### src/rtl/thread_frame_sched.sv
module thread_frame_sched #(
  parameter int NFRAMES = 16,
  parameter int NCTX    = 4,
  parameter int QDEPTH  = 4,
  parameter int CW      = 4,
  parameter int IW      = 12,
  parameter int PW      = 8,
  localparam int FW  = $clog2(NFRAMES),
  localparam int XW  = (NCTX > 1) ? $clog2(NCTX) : 1,
  localparam int QW  = $clog2(QDEPTH),
  localparam int QCW = $clog2(QDEPTH + 1)
) (
  input  logic          clk,
  input  logic          rst_n,
  input  logic          alloc_valid,
  input  logic [CW-1:0] alloc_count,
  input  logic [IW-1:0] alloc_ip,
  output logic          alloc_ready,
  output logic [FW-1:0] alloc_frame,
  input  logic          arg_valid,
  input  logic [FW-1:0] arg_frame,
  output logic          arg_ready,
  output logic          arg_err,
  input  logic          fork_valid,
  input  logic [FW-1:0] fork_frame,
  input  logic [PW-1:0] fork_pred,
  input  logic          free_valid,
  input  logic [FW-1:0] free_frame,
  output logic          mem_valid,
  input  logic          mem_ready,
  output logic          mem_post,
  output logic [FW-1:0] mem_frame,
  output logic [IW-1:0] mem_ip,
  output logic [XW-1:0] mem_ctx,
  output logic          ex_valid,
  input  logic          ex_ready,
  output logic [FW-1:0] ex_frame,
  output logic [IW-1:0] ex_ip,
  output logic [XW-1:0] ex_ctx
);

  typedef enum logic [2:0] {S_FREE, S_WAIT, S_RDY, S_ENQ, S_EXEC, S_POSTQ, S_DONE} fstate_t;

  fstate_t       st   [NFRAMES];
  logic [CW-1:0] cnt  [NFRAMES];
  logic [IW-1:0] ipm  [NFRAMES];
  logic [XW-1:0] cx   [NFRAMES];
  logic [NCTX-1:0] ctx_busy;

  // queue 0: load, 1: execute, 2: store
  logic [FW-1:0]  qm [3][QDEPTH];
  logic [QW-1:0]  qh [3];
  logic [QW-1:0]  qt [3];
  logic [QCW-1:0] qc [3];
  logic [FW-1:0]  pdat [3];
  logic [2:0]     push, pop;

  logic          any_free, ctx_avail;
  logic [XW-1:0] ctx_pick;
  logic [FW-1:0] pre_hd, en_hd, post_hd;
  logic          al_hs, ar_hs, mem_hs, pre_hs, pst_hs, ex_hs;
  logic          free_ok, fork_ok, arr_fire;

  function automatic logic [QW-1:0] nxt(input logic [QW-1:0] p);
    return (p == QW'(QDEPTH - 1)) ? '0 : p + 1'b1;
  endfunction

  always_comb begin
    any_free = 1'b0;
    alloc_frame = '0;
    for (int i = NFRAMES - 1; i >= 0; i--)
      if (st[i] == S_FREE) begin
        any_free = 1'b1;
        alloc_frame = FW'(i);
      end
    ctx_avail = 1'b0;
    ctx_pick = '0;
    for (int k = NCTX - 1; k >= 0; k--)
      if (!ctx_busy[k]) begin
        ctx_avail = 1'b1;
        ctx_pick = XW'(k);
      end
  end

  assign pre_hd  = qm[0][qh[0]];
  assign en_hd   = qm[1][qh[1]];
  assign post_hd = qm[2][qh[2]];

  assign alloc_ready = any_free;
  assign arg_ready   = qc[0] != QCW'(QDEPTH);

  assign mem_post  = qc[2] != '0;
  assign mem_valid = mem_post || (qc[0] != '0 && ctx_avail);
  assign mem_frame = mem_post ? post_hd : pre_hd;
  assign mem_ip    = ipm[mem_frame];
  assign mem_ctx   = mem_post ? cx[post_hd] : ctx_pick;

  assign ex_valid = qc[1] != '0;
  assign ex_frame = en_hd;
  assign ex_ip    = ipm[en_hd];
  assign ex_ctx   = cx[en_hd];

  assign al_hs  = alloc_valid && any_free;
  assign ar_hs  = arg_valid && arg_ready;
  assign mem_hs = mem_valid && mem_ready;
  assign pre_hs = mem_hs && !mem_post;
  assign pst_hs = mem_hs && mem_post;
  assign ex_hs  = ex_valid && ex_ready;

  assign free_ok  = free_valid && (st[free_frame] == S_WAIT || st[free_frame] == S_DONE);
  assign fork_ok  = fork_valid && fork_pred != '0 && st[fork_frame] == S_EXEC;
  assign arr_fire = ar_hs && cnt[arg_frame] == CW'(1) && st[arg_frame] == S_WAIT
                    && !(free_ok && free_frame == arg_frame);

  assign push = {fork_ok, pre_hs, arr_fire};
  assign pop  = {pst_hs, ex_hs, pre_hs};
  assign pdat[0] = arg_frame;
  assign pdat[1] = pre_hd;
  assign pdat[2] = fork_frame;

  always_ff @(posedge clk) begin
    if (!rst_n) begin
      for (int i = 0; i < NFRAMES; i++) begin
        st[i]  <= S_FREE;
        cnt[i] <= '0;
        ipm[i] <= '0;
        cx[i]  <= '0;
      end
      for (int q = 0; q < 3; q++) begin
        qh[q] <= '0;
        qt[q] <= '0;
        qc[q] <= '0;
        for (int j = 0; j < QDEPTH; j++) qm[q][j] <= '0;
      end
      ctx_busy <= '0;
      arg_err  <= 1'b0;
    end else begin
      arg_err <= ar_hs && cnt[arg_frame] == '0;
      if (al_hs) begin
        st[alloc_frame]  <= S_WAIT;
        cnt[alloc_frame] <= alloc_count;
        ipm[alloc_frame] <= alloc_ip;
      end
      if (ar_hs && cnt[arg_frame] != '0) cnt[arg_frame] <= cnt[arg_frame] - 1'b1;
      if (arr_fire) st[arg_frame] <= S_RDY;
      if (pre_hs) begin
        st[pre_hd] <= S_ENQ;
        cx[pre_hd] <= ctx_pick;
        ctx_busy[ctx_pick] <= 1'b1;
      end
      if (ex_hs) st[en_hd] <= S_EXEC;
      if (fork_ok) st[fork_frame] <= S_POSTQ;
      if (pst_hs) begin
        st[post_hd] <= S_DONE;
        ctx_busy[cx[post_hd]] <= 1'b0;
      end
      if (free_ok) begin
        st[free_frame]  <= S_FREE;
        cnt[free_frame] <= '0;
      end
      for (int q = 0; q < 3; q++) begin
        if (push[q]) begin
          qm[q][qt[q]] <= pdat[q];
          qt[q] <= nxt(qt[q]);
        end
        if (pop[q]) qh[q] <= nxt(qh[q]);
        qc[q] <= qc[q] + QCW'(push[q]) - QCW'(pop[q]);
      end
    end
  end

  a_r2_alloc_waits: assert property (@(posedge clk) disable iff (!rst_n)
    al_hs |=> st[$past(alloc_frame)] == S_WAIT);

  a_r3_err_count_zero: assert property (@(posedge clk) disable iff (!rst_n)
    (arg_err && !$past(al_hs && alloc_frame == arg_frame)) |-> cnt[$past(arg_frame)] == '0);

  a_r5_ex_from_queue: assert property (@(posedge clk) disable iff (!rst_n)
    ex_valid |-> st[ex_frame] == S_ENQ);

  a_r8_store_first: assert property (@(posedge clk) disable iff (!rst_n)
    (qc[2] != '0) |-> (mem_valid && mem_post));

  a_r9_ctx_held: assert property (@(posedge clk) disable iff (!rst_n)
    ex_valid |-> ctx_busy[ex_ctx]);

  a_r9_no_queue_overflow: assert property (@(posedge clk) disable iff (!rst_n)
    (push[1] || push[2]) |-> (qc[1] != QCW'(QDEPTH) || !push[1]) && (qc[2] != QCW'(QDEPTH) || !push[2]));

endmodule

### config.mk
export PLATFORM = sky130hd
export DESIGN_NAME = thread_frame_sched
export DESIGN_NICKNAME = d
export VERILOG_FILES = /design/src/rtl/thread_frame_sched.sv
export SDC_FILE = /design/constraint.sdc
export NUM_CORES = 1
export LEC_CHECK = 0
export BUFFER_PORTS_ARGS = -buffer_cell sky130_fd_sc_hd__buf_2
export CAP_MARGIN = 15
export CORE_ASPECT_RATIO = 0.8
export CORE_UTILIZATION = 30
export DETAILED_ROUTE_END_ITERATION = 8
export PLACE_DENSITY_LB_ADDON = 0.05
export SLEW_MARGIN = 20
export SYNTH_ARGS = -nofsm -noshare
export SYNTH_HDL_FRONTEND = slang
export SYNTH_SLANG_ARGS = --single-unit
### constraint.sdc
create_clock -name clk -period 8.45 [get_ports clk]
set_input_delay 0.845 -clock clk [delete_from_list [all_inputs] [get_ports clk]]
set_output_delay 0.845 -clock clk [all_outputs]
set_load 0.005 [all_outputs]
==> results of run 1 <==
==> state kept, by name (all words and copies together), names as in the netlist <==
name / count
st: 48
ipm: 192
cnt: 64
qm: 48
arg_err: 1
qh: 6
cx: 32
ctx_busy: 4
qt: 6
qc: 9
==> cells in the mapped netlist (all sizes together) (9+ instances only) <==
cell,instances
xor2,10
inv,43
buf,41
nor3b,10
nand3,41
edfxtp,284
clkbuf,134
a21oi,105
nand2b,16
nand2,283
mux2i,57
ha,23
xnor2,9
nor2,205
nor4,15
and2,202
o21ai,31
or3,19
a31oi,43
dfxtp,126
mux4,137
a211oi,84
a311oi,16
nand4,13
nor3,58
and3,136
nor2b,16
==> cell families (layout without fill, tap and decap cells) <==
| family | count (synthesis) | in the layout | share of synthesized area, % |
|---|---|---|---|
| compound gates | 380 | 380 | 10.8 |
| other cells | 0 | 1 | 0 |
| xor+xnor | 19 | 19 | 0.747 |
| buf+inv | 218 | 255 | 3.74 |
| mux | 201 | 201 | 15.4 |
| flops | 410 | 410 | 45.5 |
| simple gates | 1047 | 1047 | 22.3 |
| fa+ha+maj | 26 | 26 | 1.43 |
==> report_power, final <==
group	internal, mW	switching, mW
sequential	2.31	0.149
clock	1.19	0.916
combinational	1.18	1.98
total	4.69	3.04
==> worst max-delay path, stage by stage, from the launching register on <==
cell	delay [ns]
edfxtp_1	0.52
mux4_2	0.80
nand2_1	0.15
a21boi_4	0.17
buf_4	0.59
clkinv_1	0.73
buf_4	0.47
nand2_1	0.10
and3_1	0.15
a31oi_1	0.04
a211oi_1	0.60
a21oi_1	0.15
buf_2	0.17
==> per-stage QoR <==
step | util, % | hold WS [ns] | power (mW) | area (µm²)
global placement | 32.2 | 0.518 | 5.63 | 25600
global route | 34.2 | 0.565 | 8.08 | 27200
finish | 34.2 | 0.527 | 7.73 | 27200
floorplan | - | 0.465 | 4.40 | 24300
detailed placement | 32.3 | 0.517 | 5.65 | 25600
CTS | 34.2 | 0.528 | 7.77 | 27100
==> routing by layer <==
layer | wire, µm | part of all wire (%) | vias up
li1 | - | - | 8614
met1 | 45500 | 47 | 9891
met2 | 41400 | 43 | 797
met3 | 7800 | 8.0 | 136
met4 | 2330 | 2.4 | 2
met5 | 113 | 0.12 | -
==> final timing paths <==
kind                             startpoint  slack (ns)          end  cells after the start
worst min register to register  ctx_busy[3]        0.53  ctx_busy[3]                      2
worst max-delay path               qh[0][4]        2.26    mem_ip[8]                     12
worst min-delay path            ctx_busy[3]        0.53  ctx_busy[3]                      2
worst max register to register     st[6][2]        3.98    st[10][2]                      9
==> final cells by class <==
class / instances / share of cell area [%]
clock buffer: 66 / 4.90
inverter: 43 / 0.594
clock inverter: 24 / 0.710
tap: 1034 / 4.76
sequential: 410 / 40.7
timing repair buffer: 122 / 2.56
multi-input combinational: 1673 / 45.8
antenna: 1 / 0.00921
==> impl_metrics.csv, run 1 <==
group,metric,value,unit
layout,area_growth,11.9,%
sta,slew_headroom,22.1,%
sta,fin_crit,6.19,ns
die,rows,92,
clocking,htreeDepth,2,
die,start_util,30.6,%
clocking,cts_max_path_buffers,3,
global_route,grt_max_degree,60,
route,num_vias,19400,
die,die_w,320,µm
synthesis,synth_top_area_share,35.1,%
clocking,clk_pin_slew,0.06,ns
placement,placed_cells,3282,
clocking,cts_buffers,49,
die,die_h,256,µm
synthesis,yosys.area.top_type,"edfxtp_1",
global_route,top_usage_layer,"met1",
synthesis,synth_edf_count,284,
global_route,met2_usage,34.0,%
clocking,postCtsResizedCells,0,
die,dieArea,0.0821,mm²
layout,final_cell_mix,"edfxtp_1 (284), nand2_1 (283), nor2_1 (204)",
layout,layoutNonFillerInstCount,3373,
layout,fillerInstances,7957,
clocking,postCtsHoldBufs,0,
placement,hpwl,66200,µm
synthesis,avgSynthCellArea,10.5,µm²
setup_path,criticalPathCategory,"flip-flop to primary output",
sta,finalSetupViolCount,0,
run_status,status,"complete, no violations",
synthesis,ys_types,87,
global_route,gr-total-overflow,0,
power,p_leak,10.2,nW
global_route,met3_usage,5.03,%
synthesis,seq_area_frac_synth,45.5,%
global_route,grt_pass1_wl,139000,µm
route,drtIter0Drc,2066,
layout,layout_commonest_cell,"edfxtp_1",
setup_path,crit_fanout,39,
setup_path,critical_path_required,7.61,ns
placement,place_congestion,0.899,
sta,rsz0062_at_grt,"no",
route,first_pass_iters,5,
sta,worst_pin_slew,1.17,ns
clocking,cts_setup_buffers,0,
die,core,0.0794,mm²
power,p_per_area,285,mW/mm²
sta,post-route-period-util,73.2,%
synthesis,yosys_warnings,0,
sta,clock_skew,0.0121,ns
layout,nets,2369,
setup_path,endpoint_kind,"primary output",
route,drc,0,
sta,drv_slew,0,
route,ant_nets,0,
sta,hold_violations,0,
synthesis,async_reset_ff_share,0,%
clocking,clock_sinks,410,
run,cap_viol_max_count,0,
global_route,use_met1,34.8,%
route,viasPerCell,5.76,
synthesis,syn-num-nets,2371,
power,peakVddDrop,0.000153,V
die,pin_count,90,
synthesis,synth_flop_cell,"edfxtp_1",
global_route,first_global_vias,18800,
worst_hold_path,hold_path_class,"flip-flop to flip-flop",
global_route,antenna_found_initial,8,
global_route,grt_usage,23.5,%
sta,setup_ws,2.26,ns
layout,multi_input_area,0.0124,mm²
synthesis,netlist_area,0.0243,mm²
layout,area.sequential,0.0111,mm²
synthesis,yosys-top-cells-area,"edfxtp_1 (35%), mux4_2 (13%), dfxtp_1 (10%)",
sta,fin_setup_tns,0,ns
placement,pre_cts_slack,2.99,ns
clocking,clk_latency,0.61,ns
sta,fmax,0.162,GHz
setup_path,critPathLaunchType,"flip-flop",
placement,portBuffers,89,
route,wl_per_cell,28.8,µm
route,routed_wl,97100,µm
clocking,cts_tree,"yes",
layout,drive_above_1_share,16.3,%
clocking,cts_root_buf,"clkbuf_16",
synthesis,synthCells,2301,
synthesis,ys_ff_latch,410,
setup_path,cp.arrival,5.34,ns
Power figures use the tool's default switching activity.
==> run 2: changes to the inputs <==
- ABC_AREA: unset -> 1
- clock period: 8.45 -> 5.5 ns (I/O delays scaled with it)
==> impl_metrics.csv, run 2 <==
group,metric,value,unit
run_status,status,"complete, no violations",
setup_path,crit_fanout,31,
route,viasPerCell,5.44,
die,dieArea,0.0804,mm²
global_route,antenna_found_initial,2,
route,drc,0,
setup_path,cpMostUsedCell,"inv_1",
clocking,postCtsResizedCells,0,
route,first_pass_iters,6,
layout,layout_commonest_cell,"nand2_1",
power,peakVddDrop,0.000414,V
route,drtIter0Drc,2446,
clocking,cts_buffers,50,
power,seq_power_share,30.6,%
sta,fin_crit,4.86,ns
placement,place_congestion,0.937,
setup_path,cp_num_buf_inv,5,
die,die_w,317,µm
synthesis,syn-num-nets,3252,
global_route,gr-total-overflow,0,
sta,finalSetupViolCount,0,
global_route,grt_pass1_wl,154000,µm
sta,worst_pin_slew,1.18,ns
die,rows,91,
clocking,postCtsHoldBufs,0,
power,switchingPower,5.25,mW
route,ant_nets,0,
synthesis,synthCells,3182,
clocking,cts_root_buf,"clkbuf_16",
sta,hold-worst-slack,0.198,ns
layout,drive_above_1_share,9.44,%
setup_path,critical_path.max_stage_delay,0.56,ns
clocking,clk_latency,0.62,ns
global_route,grt_usage,26.5,%
power,combPwrFrac,41.1,%
power,pwr-share-clk,28.3,%
setup_path,crit_chain,"inv_1 > nand2_1 > nand3_1 > nand2_1 > inv_1 > nor2_1 > inv_1 > buf_4 > o21ai_0 > o21ai_0 > nand4_1 > buf_2",
placement,hpwl,74900,µm
layout,area.sequential,0.0111,mm²
setup_path,critPathLaunchType,"flip-flop",
clocking,cts_max_path_buffers,3,
global_route,grt_max_degree,56,
layout,reg.largest.list,"ipm x192, cnt x64",
synthesis,ys_ff_latch,410,
clocking,cts_setup_buffers,0,
synthesis,synth_most_common_cell,"nand2_1",
sta,post-route-period-util,88.4,%
layout,fin_area,0.0271,mm²
layout,largest_reg_flops,192,
layout,fillerInstances,8249,
power,p_leak,11.4,nW
worst_hold_path,hold_path_class,"input pin to flip-flop",
setup_path,cp.arrival,4.31,ns
synthesis,async_reset_ff_share,0,%
layout,multi_input_area,0.0106,mm²
synthesis,yosys-top-cells-count,"nand2_1 (670), nor2_1 (477), inv_1 (362), o21ai_0 (318), edfxtp_1 (284)",
route,wl_per_cell,25.0,µm
clocking,clk_pin_slew,0.06,ns
synthesis,seq_area_frac_synth,46.5,%
sta,rsz0062_at_grt,"no",
layout,n_antenna_cell,0,
placement,placed_cells,4204,
setup_path,crit_family,"buffers and inverters",
synthesis,synth_flop_cell,"edfxtp_1",
power,swShare,43.1,%
layout,final_cell_mix,"nand2_1 (668), nor2_1 (473), inv_1 (362)",
setup_path,endpoint_kind,"primary output",
setup_path,crit_path_top_delay_cell,"edfxtp_1",
layout,utilization,34.9,%
synthesis,netlist_area,0.0238,mm²
run,cap_viol_max_count,0,
synthesis,yosys-top-cells-area,"edfxtp_1 (36%), dfxtp_1 (11%), nand2_1 (11%)",
clocking,cts_tree,"yes",
die,pin_count,90,
die,die_h,254,µm
sta,drv_slew,0,
sta,fin_setup_tns,0,ns
synthesis,yosys_warnings,0,
sta,fmax,0.206,GHz
layout,layoutNonFillerInstCount,4298,
synthesis,avgSynthCellArea,7.47,µm²
clocking,htreeDepth,2,
layout,area_growth,14.1,%
power,p_int,6.94,mW
synthesis,yosys.area.top_type,"edfxtp_1",
route,num_vias,23400,
layout,nets,3303,
synthesis,ys_types,56,
die,start_util,30.6,%
placement,place_area,0.0254,mm²
synthesis,synth_edf_count,284,
sta,slew_headroom,20.9,%
global_route,first_global_vias,21800,
power,p_per_area,450,mW/mm²
route,routed_wl,107000,µm
placement,portBuffers,89,
die,core,0.0778,mm²
setup_path,critical_path_required,4.95,ns
layout,regMostFlops,"ipm",
setup_path,criticalPathCategory,"flip-flop to primary output",
synthesis,synth_top_area_share,35.9,%
sta,hold_violations,0,
clocking,clock_sinks,410,
sta,clock_skew,0.0154,ns
[run 2: cell count changes after synthesis, moves of 56 or more]
| cell | delta |
|---|---|
| a211oi_1 | -78 |
| and2_1 | -201 |
| and3_1 | -134 |
| inv_1 | +322 |
| mux2i_1 | -56 |
| mux4_2 | -137 |
| nand2_1 | +387 |
| nand3_1 | +179 |
| nand4_1 | +73 |
| nor2_1 | +272 |
| o21ai_0 | +295 |
[run 2: per-stage QoR]
step	setup WS (ns)	power, mW
after floorplan	2.51	6.49
after global placement	1.23	8.74
after detailed placement	1.15	8.74
after CTS	0.661	12.2
after global routing	0.345	12.8
final	0.639	12.2
[run 2: worst paths after layout]
check	from	slack, ns	depth (start not counted)	to
worst max register to register	qh[0][4]	1.23	13	st[14][0]
worst max-delay path	qh[0][2]	0.64	12	ex_ip[1]
worst min-delay path	mem_ready	0.20	2	ctx_busy[0]
worst min register to register	st[6][1]	0.48	2	st[6][1]
[run 2: cell type report]
| cell class | instances | area share [%] |
|---|---|---|
| repair buffers | 161 | 3.74 |
| clock buffers | 81 | 5.69 |
| well taps | 1023 | 4.72 |
| inverters | 392 | 5.43 |
| flip-flops and latches | 410 | 40.8 |
| clock inverters | 13 | 0.485 |
| multi-input cells | 2218 | 39.2 |
[run 2: layer usage]
layer	global-route usage, %	routed length [µm]	share of wire (%)
met2	39.6	45900	43
met5	0	0	0
met3	3.40	7100	6.6
met4	6.88	2570	2.4
met1	39.7	51900	48
[run 2: logic make-up (layout without fill, tap and decap cells)]
group,count (synthesis),in the layout,share of synthesized area [%]
buffers and inverters,554,647,9.01
AOI/OAI and AO/OA,669,669,15.9
xor gates and xnor gates,11,11,0.437
DFF,410,410,46.5
and+or+nand+nor,1512,1512,26.7
adders and majority gates,26,26,1.46
[run 2: worst register-to-register path, cell delays in order, from the launching register on]
cell and delay, ns:
edfxtp_1 0.58, inv_2 0.16, nand2_1 0.09, nand3_1 0.08
nand2_2 0.57, inv_1 0.39, o21ai_1 0.47, inv_1 0.15
nor3_2 0.55, nand2_1 0.32, o21ai_0 0.50, a21oi_1 0.09
nor2_1 0.13, nor3_1 0.05
[run 2: power groups by stage]
stage | Clock (mW) | Combinational (mW) | Sequential [mW]
detailed placement | 0 | 4.94 | 3.79
global route | 3.62 | 5.45 | 3.76
floorplan | 0 | 2.79 | 3.70
finish | 3.45 | 5.01 | 3.74
CTS | 3.52 | 4.97 | 3.73
global placement | 0 | 4.95 | 3.79
